$ cat src/rtl/dwio_pkg.sv
package dwio_pkg;
    localparam int DW = 16;
    localparam int CW = 12;
    localparam int FW = 5;
    localparam int AW = 4;

    typedef enum logic [2:0] {
        OP_NONE,
        OP_RD_WORD,
        OP_RD_STAT,
        OP_RD_AUTO,
        OP_RD_ID,
        OP_RESET,
        OP_WR_CTRL
    } op_e;

    typedef struct packed {
        logic          p;
        logic [CW-1:0] bits;
    } ctrl_t;

    typedef struct packed {
        logic          p;
        logic          lam;
        logic          ua;
        logic          zero;
        logic [CW-1:0] bits;
    } status_t;

    function automatic status_t pack_status(ctrl_t c, logic lam_i, logic ua_i);
        status_t s;
        s.p    = c.p;
        s.lam  = lam_i;
        s.ua   = ua_i;
        s.zero = 1'b0;
        s.bits = c.bits;
        return s;
    endfunction

    function automatic ctrl_t unpack_write(logic [DW-1:0] w);
        ctrl_t c;
        c.p    = w[DW-1];
        c.bits = w[CW-1:0];
        return c;
    endfunction
endpackage

$ cat src/rtl/dwio_decode.sv
module dwio_decode
    import dwio_pkg::*;
#(
    parameter int NUM_WORDS = 16
) (
    input  logic          valid,
    input  logic [FW-1:0] func,
    input  logic [AW-1:0] sub,
    output op_e           op
);
    logic sub_zero;
    assign sub_zero = (sub == '0);

    always_comb begin
        op = OP_NONE;
        if (valid) begin
            unique case (func)
                5'd0:  if (int'(sub) < NUM_WORDS) op = OP_RD_WORD;
                5'd1:  if (sub_zero) op = OP_RD_STAT;
                5'd4:  if (sub_zero) op = OP_RD_AUTO;
                5'd6:  if (sub_zero) op = OP_RD_ID;
                5'd9:  if (sub_zero) op = OP_RESET;
                5'd17: if (sub_zero) op = OP_WR_CTRL;
                default: op = OP_NONE;
            endcase
        end
    end
endmodule

$ cat src/rtl/dwio_rdptr.sv
module dwio_rdptr #(
    parameter int NUM_WORDS = 16,
    parameter int PTR_W     = 4
) (
    input  logic             clk,
    input  logic             rst,
    input  logic             zero,
    input  logic             step,
    output logic [PTR_W-1:0] ptr
);
    localparam logic [PTR_W-1:0] LAST = PTR_W'(NUM_WORDS - 1);

    always_ff @(posedge clk) begin
        if (rst || zero) begin
            ptr <= '0;
        end else if (step) begin
            ptr <= (ptr == LAST) ? '0 : ptr + 1'b1;
        end
    end

    // a status read leaves the pointer at zero
    a_r3_ptr_zeroed: assert property (@(posedge clk) disable iff (rst)
        zero |=> (ptr == '0));
    // step advances by one below the last index
    a_r4_ptr_step: assert property (@(posedge clk) disable iff (rst)
        (step && !zero && ptr != LAST) |=> (ptr == $past(ptr) + 1'b1));
    // step wraps at the last index
    a_r4_ptr_wrap: assert property (@(posedge clk) disable iff (rst)
        (step && !zero && ptr == LAST) |=> (ptr == '0));
    // no command, no movement
    a_r9_ptr_hold: assert property (@(posedge clk) disable iff (rst)
        (!step && !zero) |=> $stable(ptr));
endmodule

$ cat src/rtl/dwio_rdmux.sv
module dwio_rdmux
    import dwio_pkg::*;
#(
    parameter logic [7:0] MODULE_ID = 8'hB4
) (
    input  op_e           op,
    input  logic [DW-1:0] cache_word,
    input  status_t       status,
    output logic [DW-1:0] rdata
);
    always_comb begin
        unique case (op)
            OP_RD_WORD, OP_RD_AUTO: rdata = cache_word;
            OP_RD_STAT:             rdata = status;
            OP_RD_ID:               rdata = {{(DW-8){1'b0}}, MODULE_ID};
            default:                rdata = '0;
        endcase
    end
endmodule

$ cat src/rtl/dwio_top.sv
module dwio_top
    import dwio_pkg::*;
#(
    parameter int         NUM_WORDS = 16,
    parameter logic [7:0] MODULE_ID = 8'hB4,
    localparam int        PTR_W     = (NUM_WORDS > 1) ? $clog2(NUM_WORDS) : 1
) (
    input  logic             clk,
    input  logic             rst,
    input  logic             dw_clear,
    input  logic             cmd_valid,
    input  logic [4:0]       func,
    input  logic [3:0]       subaddr,
    input  logic [15:0]      wdata,
    output logic [15:0]      rdata,
    output logic             q_resp,
    output logic             x_resp,
    output logic             lam,
    input  logic             upd_active,
    input  logic             word0_fault,
    output logic [PTR_W-1:0] cache_raddr,
    input  logic [15:0]      cache_rdata,
    input  logic             ctrl_p,
    input  logic [11:0]      ctrl_bits,
    output logic             ctrl_wr,
    output logic             ctrl_wr_p,
    output logic [11:0]      ctrl_wr_bits,
    output logic             ctrl_clr
);
    op_e              op;
    logic [PTR_W-1:0] ptr;
    ctrl_t            cur_ctrl;
    ctrl_t            new_ctrl;
    status_t          status;

    dwio_decode #(.NUM_WORDS(NUM_WORDS)) u_decode (
        .valid (cmd_valid),
        .func  (func),
        .sub   (subaddr),
        .op    (op)
    );

    dwio_rdptr #(.NUM_WORDS(NUM_WORDS), .PTR_W(PTR_W)) u_rdptr (
        .clk  (clk),
        .rst  (rst),
        .zero (op == OP_RD_STAT),
        .step (op == OP_RD_AUTO),
        .ptr  (ptr)
    );

    assign lam         = !upd_active || word0_fault;
    assign cur_ctrl    = '{p: ctrl_p, bits: ctrl_bits};
    assign status      = pack_status(cur_ctrl, lam, upd_active);
    assign cache_raddr = (op == OP_RD_AUTO) ? ptr : subaddr[PTR_W-1:0];

    dwio_rdmux #(.MODULE_ID(MODULE_ID)) u_rdmux (
        .op         (op),
        .cache_word (cache_rdata),
        .status     (status),
        .rdata      (rdata)
    );

    assign new_ctrl     = unpack_write(wdata);
    assign ctrl_wr      = (op == OP_WR_CTRL);
    assign ctrl_wr_p    = new_ctrl.p;
    assign ctrl_wr_bits = new_ctrl.bits;
    assign ctrl_clr     = rst || dw_clear || (op == OP_RESET);
    assign q_resp       = (op != OP_NONE);
    assign x_resp       = (op != OP_NONE);

    // identifier read returns the fixed code
    a_r5_id_read: assert property (@(posedge clk) disable iff (rst)
        (cmd_valid && func == 5'd6 && subaddr == 4'd0)
            |-> (q_resp && rdata == {8'h00, MODULE_ID}));
    // dataway clear always reaches the control register
    a_r6_clear_path: assert property (@(posedge clk) disable iff (rst)
        dw_clear |-> ctrl_clr);
    // unsupported codes are silent
    a_r9_silent: assert property (@(posedge clk) disable iff (rst)
        (cmd_valid && !x_resp) |-> (rdata == '0 && !ctrl_wr && !q_resp));
    // idle bus is zero and nothing is written
    a_r10_idle_zero: assert property (@(posedge clk) disable iff (rst)
        !cmd_valid |-> (rdata == '0 && !ctrl_wr && !x_resp));
    // write strobe only on its own code
    a_r7_write_code: assert property (@(posedge clk) disable iff (rst)
        ctrl_wr |-> (cmd_valid && func == 5'd17 && subaddr == 4'd0));
endmodule

$ cat config.mk
export PLATFORM = sky130hd
export DESIGN_NAME = dwio_top
export DESIGN_NICKNAME = d
export VERILOG_FILES = /design/src/rtl/dwio_pkg.sv /design/src/rtl/dwio_decode.sv /design/src/rtl/dwio_rdptr.sv /design/src/rtl/dwio_rdmux.sv /design/src/rtl/dwio_top.sv
export SDC_FILE = /design/constraint.sdc
export NUM_CORES = 1
export LEC_CHECK = 0
export BUFFER_PORTS_ARGS = -buffer_cell sky130_fd_sc_hd__buf_2
export CAP_MARGIN = 20
export CORE_MARGIN = 10
export CORE_UTILIZATION = 33
export DETAILED_ROUTE_END_ITERATION = 8
export GPL_ROUTABILITY_DRIVEN = 0
export PLACE_DENSITY = 0.81
export SYNTH_ARGS = -nofsm -noshare
export SYNTH_HDL_FRONTEND = slang
export SYNTH_SLANG_ARGS = --single-unit
$ cat constraint.sdc
create_clock -name clk -period 1.85 [get_ports clk]
set_input_delay 0.0925 -clock clk [delete_from_list [all_inputs] [get_ports clk]]
set_output_delay 0.0925 -clock clk [all_outputs]
set_load 0.005 [all_outputs]
# Word level (Yosys, flattened, before mapping)
# Cells that the tools add are included.
[totals]
mem_count = 0
mem_bits_rw = 0
latch_bits = 0
word_cells = 33
input_bits = 60
ff_bits = 4
romBits = 0
[op_classes]
n_addsub = 1
n_reduce_logical = 9
eq_ne = 12
bitwise_logic = 0
magnitude_cmp = 0
multipliers = 0
n_mux = 10
div = 0
shift = 0
[op_table]
columns = ["operator", "count"]
rows = [
  ["one-hot mux 16 bit (3 select lines)", 1],
  ["one-hot mux 3 bit (6 select lines)", 1],
  ["two-way mux 3 bit", 4],
  ["== test 5 x 3 -> 1 bit (second input constant)", 2],
  ["== test 3 bit (second input constant)", 3],
  ["two-way mux 4 bit", 2],
  ["== test 3 x 2 -> 1 bit (second input constant)", 2],
  ["== test 5 x 1 -> 1 bit (second input constant)", 1],
  ["== test 5 x 4 -> 1 bit (second input constant)", 1],
  ["== test 5 bit (second input constant)", 1],
  ["logical NOT 5 bit", 1],
  ["adder 4 x 1 -> 4 bit (second input constant)", 1],
  ["== test 4 bit (second input constant)", 1],
  ["logical NOT 4 bit", 1],
  ["logical OR 1 bit", 4],
  ["two-way mux 2 bit", 2],
  ["== test 3 x 1 -> 1 bit (second input constant)", 1],
  ["nonzero test 3 bit", 1],
  ["OR reduction 2 bit", 1],
  ["logical NOT 1 bit", 1],
]

# Depth between registers and ports, before layout
# Gate-level depths: netlist of run 1.
[depth]
word_depth = 7
depth_mapped = 6

# Cells and area by module
# A second synthesis of run 1 with hierarchy kept.
[unflattened]
hier_cells = 128
hier_area_um2 = 965.9
[modules_own_cells]
columns = ["mod", "n_inst", "area_each_um2", "cells_per_inst"]
rows = [
  ["dwio_rdmux", 1, 357.8, 56],
  ["dwio_top", 1, 236.5, 28],
  ["dwio_rdptr", 1, 186.4, 19],
  ["dwio_decode", 1, 185.2, 25],
]

# Least setup slack after synthesis of run 1
# OpenSTA, ideal clock, no wires.
[synth_path]
kind = "input to output"
from = "in subaddr[0]"
to = "out rdata[10]"
required_ps = 1757
n_path_buf = 1
setup_slack_ps = 462
path_stages = 5
t_arrival_ps = 1295
path_cell_list = "nor3b_2 > nand2_1 > nor4_4 > buf_6 > a22o_2"
[synth_between]
elab_chain_cells = 7
elab_cells_between_ends = 14
cone_classes = "4 x eq/ne; 8 x mux; 2 x reduce/logical"
[synth_lines]
columns = ["element", "line", "text"]
rows = [
  ["start, declared", "dwio_top.sv:13", "input logic [3:0] subaddr,"],
  ["logical NOT 4 bit *", "dwio_decode.sv:12", "assign sub_zero = (sub == '0);"],
  ["two-way mux 3 bit (tied with other cells)", "dwio_decode.sv:22", "5'd9: if (sub_zero) op = OP_RESET;"],
  ["one-hot mux 3 bit (6 select lines) *", "dwio_decode.sv:17", "unique case (func)"],
  ["two-way mux 3 bit *", "dwio_decode.sv:16", "if (valid) begin"],
  ["== test 3 x 2 -> 1 bit / == test 3 x 1 -> 1 bit (equally long branches)", "dwio_rdmux.sv:12", "unique case (op)"],
  ["OR reduction 2 bit", "dwio_rdmux.sv:12", ""],
  ["one-hot mux 16 bit (3 select lines) *", "dwio_rdmux.sv:12", ""],
  ["end, declared", "dwio_top.sv:15", "output logic [15:0] rdata,"],
]
# Every way passes the cells marked *; elsewhere a longest branch is shown, timed or not.

# Final worst setup path of run 1
[layout_path]
from = "in subaddr[2]"
to = "out rdata[10]"
# The elaborated chain is that of the path after synthesis.

==> metrics.yaml, run 1 <==
syn-num-nets: 158
endpoint_of_the_lowest_slack_register_to_register_path: "u_rdptr.ptr[2]"
post-cts-setup-buffers: 0
setup_ws_ns: 0.1706
drt-wirelength-per-cell_um: 17.49
avgViaCountPerCell: 5.450
final_hold_viol_count: 0
drt-initial-drc-count: 26
period_share_pct: 90.78
cells_on_worst_hold_path: 2
clkSlewWorstSetupHoldPaths_ns: 0.04
starting_utilization_of_the_core_area_pct: 35.35
vias_in_the_first_global_route: 1081
cell_area_after_synthesis_um2: 804.5
cts.root.buffer_cell: "sky130_fd_sc_hd__clkbuf_4"
clock_insertion_delay_worst_skew_ns: 0.24
grt_setup_unrepaired: "false"
power_density_nw_per_um2: 285.0
actual_slew_at_the_worst_max_slew_pin_ns: 0.3841
sum_neg_setup_slack_ns: 0
layout-drive-gt1-share_pct: 61.18
outcome: "finished, final reports clean"
worst_endpoint_required_time_ns: 1.76
core_area_um2: 2276
synth-edff-count: 0
place_hpwl_um: 2642
clock-skew-final_ns: 0.004688
timing.final.setup_violations: 0
length_in_cells_of_the_worst_reg_to_reg_path: 4
drt-total-wl_um: 3149
cts.hold.buffers_added: 0
grtUsageTotal_pct: 12.19
postSynth.asyncResetShare_pct: 0
port_buffers: 68
ant_nets: 0
rrSetupSlack_ns: 0.48
dieArea_um2: 4813
clock_period_minus_final_worst_setup_slack_ns: 1.679
dominant_synthesized_flop_cell: "sky130_fd_sc_hd__dfxtp_1"
timing.critical_path.from_type: "input pin"
cts_buffer_depth: 2
clk_sinks: 4
largest_registers: "u_rdptr.ptr x4"
insertedDiodeCount: 0
max_clock_freq_ghz: 0.5955
fill_cells: 225
cellLeakagePower_nw: 0.6118
postLayoutCellArea_um2: 1091
end_of_flow_core_utilization_pct: 47.94
grt.overflow.total: 0
die_height_um: 69.38
rr_startpoint: "u_rdptr.ptr[0]"
first_pass_iters: 4
crit_start: "subaddr[2]"
drcViolationCount: 0
cts_tree: "yes"
largest_register: "u_rdptr.ptr"
num_vias: 981
ys_ff_latch: 4
worst_setup_path_end_kind: "primary output"
grt_max_degree: 13
crit_path_max_fanout: 11
yosys_warnings: 0
syn2layout_area_growth_pct: 35.61
synth.avg_cell_area_um2: 8.294
max_cap_viol_count: 0
ys_types: 41
finish.net_count: 215
worst-setup-path-type: "input pin to primary output"
final-max-slew-violation-count: 0
yosysSeqAreaShare_pct: 9.953
hold_path.class: "input pin to flop"
antenna_found_initial: 0
total_cell_area_at_the_placement_stage_um2: 1061
dpl_worst_slack_ns: 0.08508
grt_pass1_wl_um: 5002
post_synth_inst_count: 97
vdd_drop_max_mv: 0.1711
largest_reg_flops: 4
worst_setup_path_endpoint: "rdata[10]"
cts_max_level: 1
numCtsBuffers: 3
timing.slew.headroom_pct: 74.20
worst_ep_arrival_time_ns: 1.59
fp-row-count: 17
power_mw: 0.3109
pin_count: 98
die-width_um: 69.38
-- critical path, stage by stage --
cell                      delay [ns]
sky130_fd_sc_hd__buf_2          0.10
sky130_fd_sc_hd__nor2_1         0.28
sky130_fd_sc_hd__nand2_1        0.17
sky130_fd_sc_hd__nor4_4         0.43
sky130_fd_sc_hd__buf_4          0.25
sky130_fd_sc_hd__a22o_2         0.15
sky130_fd_sc_hd__buf_2          0.11
-- stage by stage --
step / instances / hold WS, ns
6_report: 180 / 0.1080
5_1_grt: 180 / 0.1157
4_1_cts: 180 / 0.1014
3_5_place_dp: 177 / 0.1850
3_3_place_gp: 177 / 0.1850
2_1_floorplan: 97 / 0.1710
-- cells in the final DEF (no fill, tap or decap), types with 2 or more instances in the layout --
master / synthesis / final
sky130_fd_sc_hd__dfxtp_1: 4 / 4
sky130_fd_sc_hd__o21ai_0: 3 / 3
sky130_fd_sc_hd__clkbuf_4: 0 / 3
sky130_fd_sc_hd__nor3b_1: 2 / 2
sky130_fd_sc_hd__nor2_1: 2 / 2
sky130_fd_sc_hd__nand2_1: 3 / 3
sky130_fd_sc_hd__mux2i_1: 2 / 2
sky130_fd_sc_hd__buf_2: 2 / 68
sky130_fd_sc_hd__a22o_2: 6 / 6
sky130_fd_sc_hd__a22o_1: 6 / 6
sky130_fd_sc_hd__nand2b_1: 2 / 2
sky130_fd_sc_hd__a211oi_1: 2 / 2
sky130_fd_sc_hd__buf_4: 15 / 4
sky130_fd_sc_hd__a221oi_1: 4 / 4
sky130_fd_sc_hd__inv_1: 5 / 5
sky130_fd_sc_hd__nor3_1: 3 / 3
sky130_fd_sc_hd__a211o_2: 4 / 4
sky130_fd_sc_hd__and2_1: 3 / 3
sky130_fd_sc_hd__a21o_1: 5 / 5
-- per-layer routing --
layer | vias to the layer above | GRT usage, % | part of all wire (%)
li1 | 478 | - | -
met1 | 450 | 11.51 | 37
met5 | - | 0 | 0
met3 | 7 | 4.422 | 7.2
met2 | 46 | 22.68 | 54
met4 | 0 | 5.543 | 1.6
-- cell type report --
| class | instances | area [um^2] | area share (%) |
|---|---|---|---|
| multi-input cells | 68 | 564.3 | 51.72 |
| clock buffers | 3 | 22.52 | 2.064 |
| inverters | 5 | 18.77 | 1.720 |
| well taps | 28 | 35.03 | 3.211 |
| repair buffers | 72 | 370.4 | 33.94 |
| flip-flops and latches | 4 | 80.08 | 7.339 |
-- worst min path at each step --
stage,start,end,slack [ns]
2_1_floorplan,rst,u_rdptr.ptr[2],0.17
3_3_place_gp,wdata[11],ctrl_wr_bits[11],0.19
3_5_place_dp,wdata[11],ctrl_wr_bits[11],0.19
4_1_cts,rst,u_rdptr.ptr[3],0.10
5_1_grt,rst,u_rdptr.ptr[2],0.12
6_report,rst,u_rdptr.ptr[3],0.11
-- synth_stat cells, types with 3 or more instances --
| master | n | area share, % |
|---|---|---|
| sky130_fd_sc_hd__a211o_2 | 4 | 5.0 |
| sky130_fd_sc_hd__a22o_1 | 6 | 6.5 |
| sky130_fd_sc_hd__o21ai_0 | 3 | 1.9 |
| sky130_fd_sc_hd__nand2_1 | 3 | 1.4 |
| sky130_fd_sc_hd__and2_1 | 3 | 2.3 |
| sky130_fd_sc_hd__a22o_2 | 6 | 7.5 |
| sky130_fd_sc_hd__a21o_1 | 5 | 4.7 |
| sky130_fd_sc_hd__inv_1 | 5 | 2.3 |
| sky130_fd_sc_hd__nor3_1 | 3 | 1.9 |
| sky130_fd_sc_hd__buf_4 | 15 | 14 |
| sky130_fd_sc_hd__a221oi_1 | 4 | 4.4 |
| sky130_fd_sc_hd__dfxtp_1 | 4 | 10 |
-- logic make-up (layout without fill, tap and decap cells) --
group,after synthesis,in the layout,synth area share (%)
fa+ha+maj,1,1,1.555
compound gates,36,36,39.03
buf+inv,25,80,20.84
flops,4,4,9.954
simple gates,28,28,25.04
mux,2,2,2.488
xor+xnor,1,1,1.089
-- what timing repair did --
action                     in CTS  in global routing
setup endpoints to repair       0                 11
hold endpoints to repair        0                  0
resized for setup               0                  2
-- where the power goes --
group	switching (mW)	total (mW)	internal [mW]
clock network	0.0402	0.113	0.0729
registers	0.0000408	0.0867	0.0867
logic	0.0525	0.111	0.0586
Note: power is estimated with default switching activity, not from simulation.
==> inputs of run 2 (changes only) <==
==> constraint.sdc (replaced) <==
create_clock -name clk -period 1.85 [get_ports clk]
set_input_delay 0.185 -clock clk [delete_from_list [all_inputs] [get_ports clk]]
set_output_delay 0.185 -clock clk [all_outputs]
set_load 0.005 [all_outputs]
==> run 2 against run 1 <==
Net effect: register-to-register slack better by 0.04 ns; first-iteration DRC count up 35%; routed wire length up 4.6%; via count up 5.4%; clock skew down 0.0031 ns; critical path type unchanged; highest routed layer unchanged.
==> metrics.yaml, run 2 (synthesized netlist as in run 1, its figures left out) <==
layout-drive-gt1-share_pct: 63.52
timing.slew.headroom_pct: 79.76
timing.hold.ws_ns: 0.2117
avgViaCountPerCell: 5.529
ant_nets: 0
drt-wirelength-per-cell_um: 17.62
final-max-slew-violation-count: 0
period_share_pct: 95.26
grt_pass1_wl_um: 5175
clock-skew-final_ns: 0.001633
crit_path_max_fanout: 7
cts.root.buffer_cell: "sky130_fd_sc_hd__clkbuf_4"
timing.critical_path.from_type: "input pin"
cts_buffer_depth: 2
drcViolationCount: 0
port_buffers: 68
final_hold_viol_count: 0
clock_insertion_delay_worst_skew_ns: 0.24
largest_registers: "u_rdptr.ptr x4"
numCtsBuffers: 3
syn2layout_area_growth_pct: 46.35
core_area_um2: 2276
cts.hold.buffers_added: 0
cellLeakagePower_nw: 0.6513
finish.net_count: 222
clock_period_minus_final_worst_setup_slack_ns: 1.762
worst_ep_arrival_time_ns: 1.58
vdd_drop_max_mv: 0.2024
final_common_cell: "sky130_fd_sc_hd__buf_2"
die-width_um: 69.38
drt-initial-drc-count: 35
setup_ws_ns: 0.08760
cts_tree: "yes"
placed_cells: 181
hold_path.class: "input pin to flop"
final_cell_mix: "sky130_fd_sc_hd__buf_2, sky130_fd_sc_hd__buf_4, sky130_fd_sc_hd__a22o_2, sky130_fd_sc_hd__a22o_1"
vias_in_the_first_global_route: 1070
max_clock_freq_ghz: 0.5674
antenna_found_initial: 0
pin_count: 98
place_hpwl_um: 2753
fin_cells: 187
dieArea_um2: 4813
worst_path_max_delay_cell: "sky130_fd_sc_hd__a211o_2"
clkSlewWorstSetupHoldPaths_ns: 0.04
crit_path_max_incr_delay_ns: 0.32
grtUsageTotal_pct: 12.25
num_vias: 1034
largest_reg_flops: 4
largest_register: "u_rdptr.ptr"
drt-total-wl_um: 3295
outcome: "finished, final reports clean"
timing.final.setup_violations: 0
starting_utilization_of_the_core_area_pct: 35.35
worst-setup-path-type: "input pin to primary output"
actual_slew_at_the_worst_max_slew_pin_ns: 0.2994
postLayoutCellArea_um2: 1177
worst_endpoint_required_time_ns: 1.66
critPathTopFamily: "compound AO/OA/AOI/OAI gates"
critical_path.n_buffers_inverters: 3
sum_neg_setup_slack_ns: 0
grt.overflow.total: 0
worstPathCellList: "buf_2 > nor3_2 > a32o_2 > nor4_4 > buf_4 > a211o_2 > buf_2"
first_pass_iters: 4
die_height_um: 69.38
fill_cells: 218
max_cap_viol_count: 0
power_density_nw_per_um2: 275.9
fp-row-count: 17
grt_max_degree: 13
total_cell_area_at_the_placement_stage_um2: 1091
cts_max_level: 1
worst_setup_path_end_kind: "primary output"
insertedDiodeCount: 0
clk_sinks: 4
dpl_worst_slack_ns: -0.04240
critical-path-top-cell-by-count: "sky130_fd_sc_hd__buf_2"
-- run 2: cell count changes in the layout (fill, tap and decap cells not counted) --
cell	before	now
sky130_fd_sc_hd__buf_4	4	9
sky130_fd_sc_hd__o2111ai_2	1	0
sky130_fd_sc_hd__buf_6	0	1
sky130_fd_sc_hd__nor3b_2	1	2
sky130_fd_sc_hd__o2111ai_4	0	1
sky130_fd_sc_hd__nor3b_4	0	1
sky130_fd_sc_hd__nor3b_1	2	0
sky130_fd_sc_hd__a32o_1	0	1
-- run 2: stage by stage --
stage	power, mW	util [%]
after CTS	0.3179	48.98
after floorplan	0.1527	-
final	0.3248	51.73
after global placement	0.1981	47.94
after detailed placement	0.2035	47.94
after global routing	0.3436	51.73
-- run 2: worst register-to-register path, stage by stage (launching register included) --
cell	delay, ns
sky130_fd_sc_hd__dfxtp_1	0.39
sky130_fd_sc_hd__ha_1	0.23
sky130_fd_sc_hd__inv_1	0.07
sky130_fd_sc_hd__or3_1	0.34
sky130_fd_sc_hd__a211oi_1	0.22
-- run 2: final timing paths --
kind	end	from	slack [ns]	cells past startpoint
worst min register to register	u_rdptr.ptr[3]	u_rdptr.ptr[3]	0.56	2
worst min-delay path	u_rdptr.ptr[2]	rst	0.21	2
worst max-delay path	rdata[2]	func[3]	0.09	7
worst max register to register	u_rdptr.ptr[2]	u_rdptr.ptr[0]	0.52	4
-- run 2: repair_timing --
action | 4_1_cts | 5_1_grt
gates resized for setup | 1 | 6
setup buffers | 0 | 2
pin swaps | 0 | 4
gates cloned | 0 | 1
endpoints found under the setup margin | 11 | 15
-- run 2: metal layers --
layer | track usage (%) | wire length (um) | vias to the layer above | share of wire, %
li1 | - | - | 494 | -
met2 | 22.48 | 1738 | 56 | 53
met5 | 0 | 0 | - | 0
met4 | 4.878 | 69 | 0 | 2.1
met3 | 3.852 | 263 | 10 | 8.0
met1 | 12.38 | 1224 | 474 | 37
-- run 2: area by class of cell --
cell class / instances / area, um^2 / area share [%]
Clock buffer: 3 / 22.52 / 1.913
Inverter: 5 / 18.77 / 1.594
Multi-Input combinational cell: 69 / 601.8 / 51.12
Sequential cell: 4 / 80.08 / 6.801
Tap cell: 28 / 35.03 / 2.976
Timing Repair Buffer: 78 / 419.2 / 35.60
-- run 2: where the power goes --
part           internal [mW]  leakage [nW]  switching [mW]
sequential            0.0867        0.0322       0.0000338
combinational         0.0662         0.605          0.0599
clock                 0.0728        0.0138          0.0392
total                  0.226         0.651          0.0991
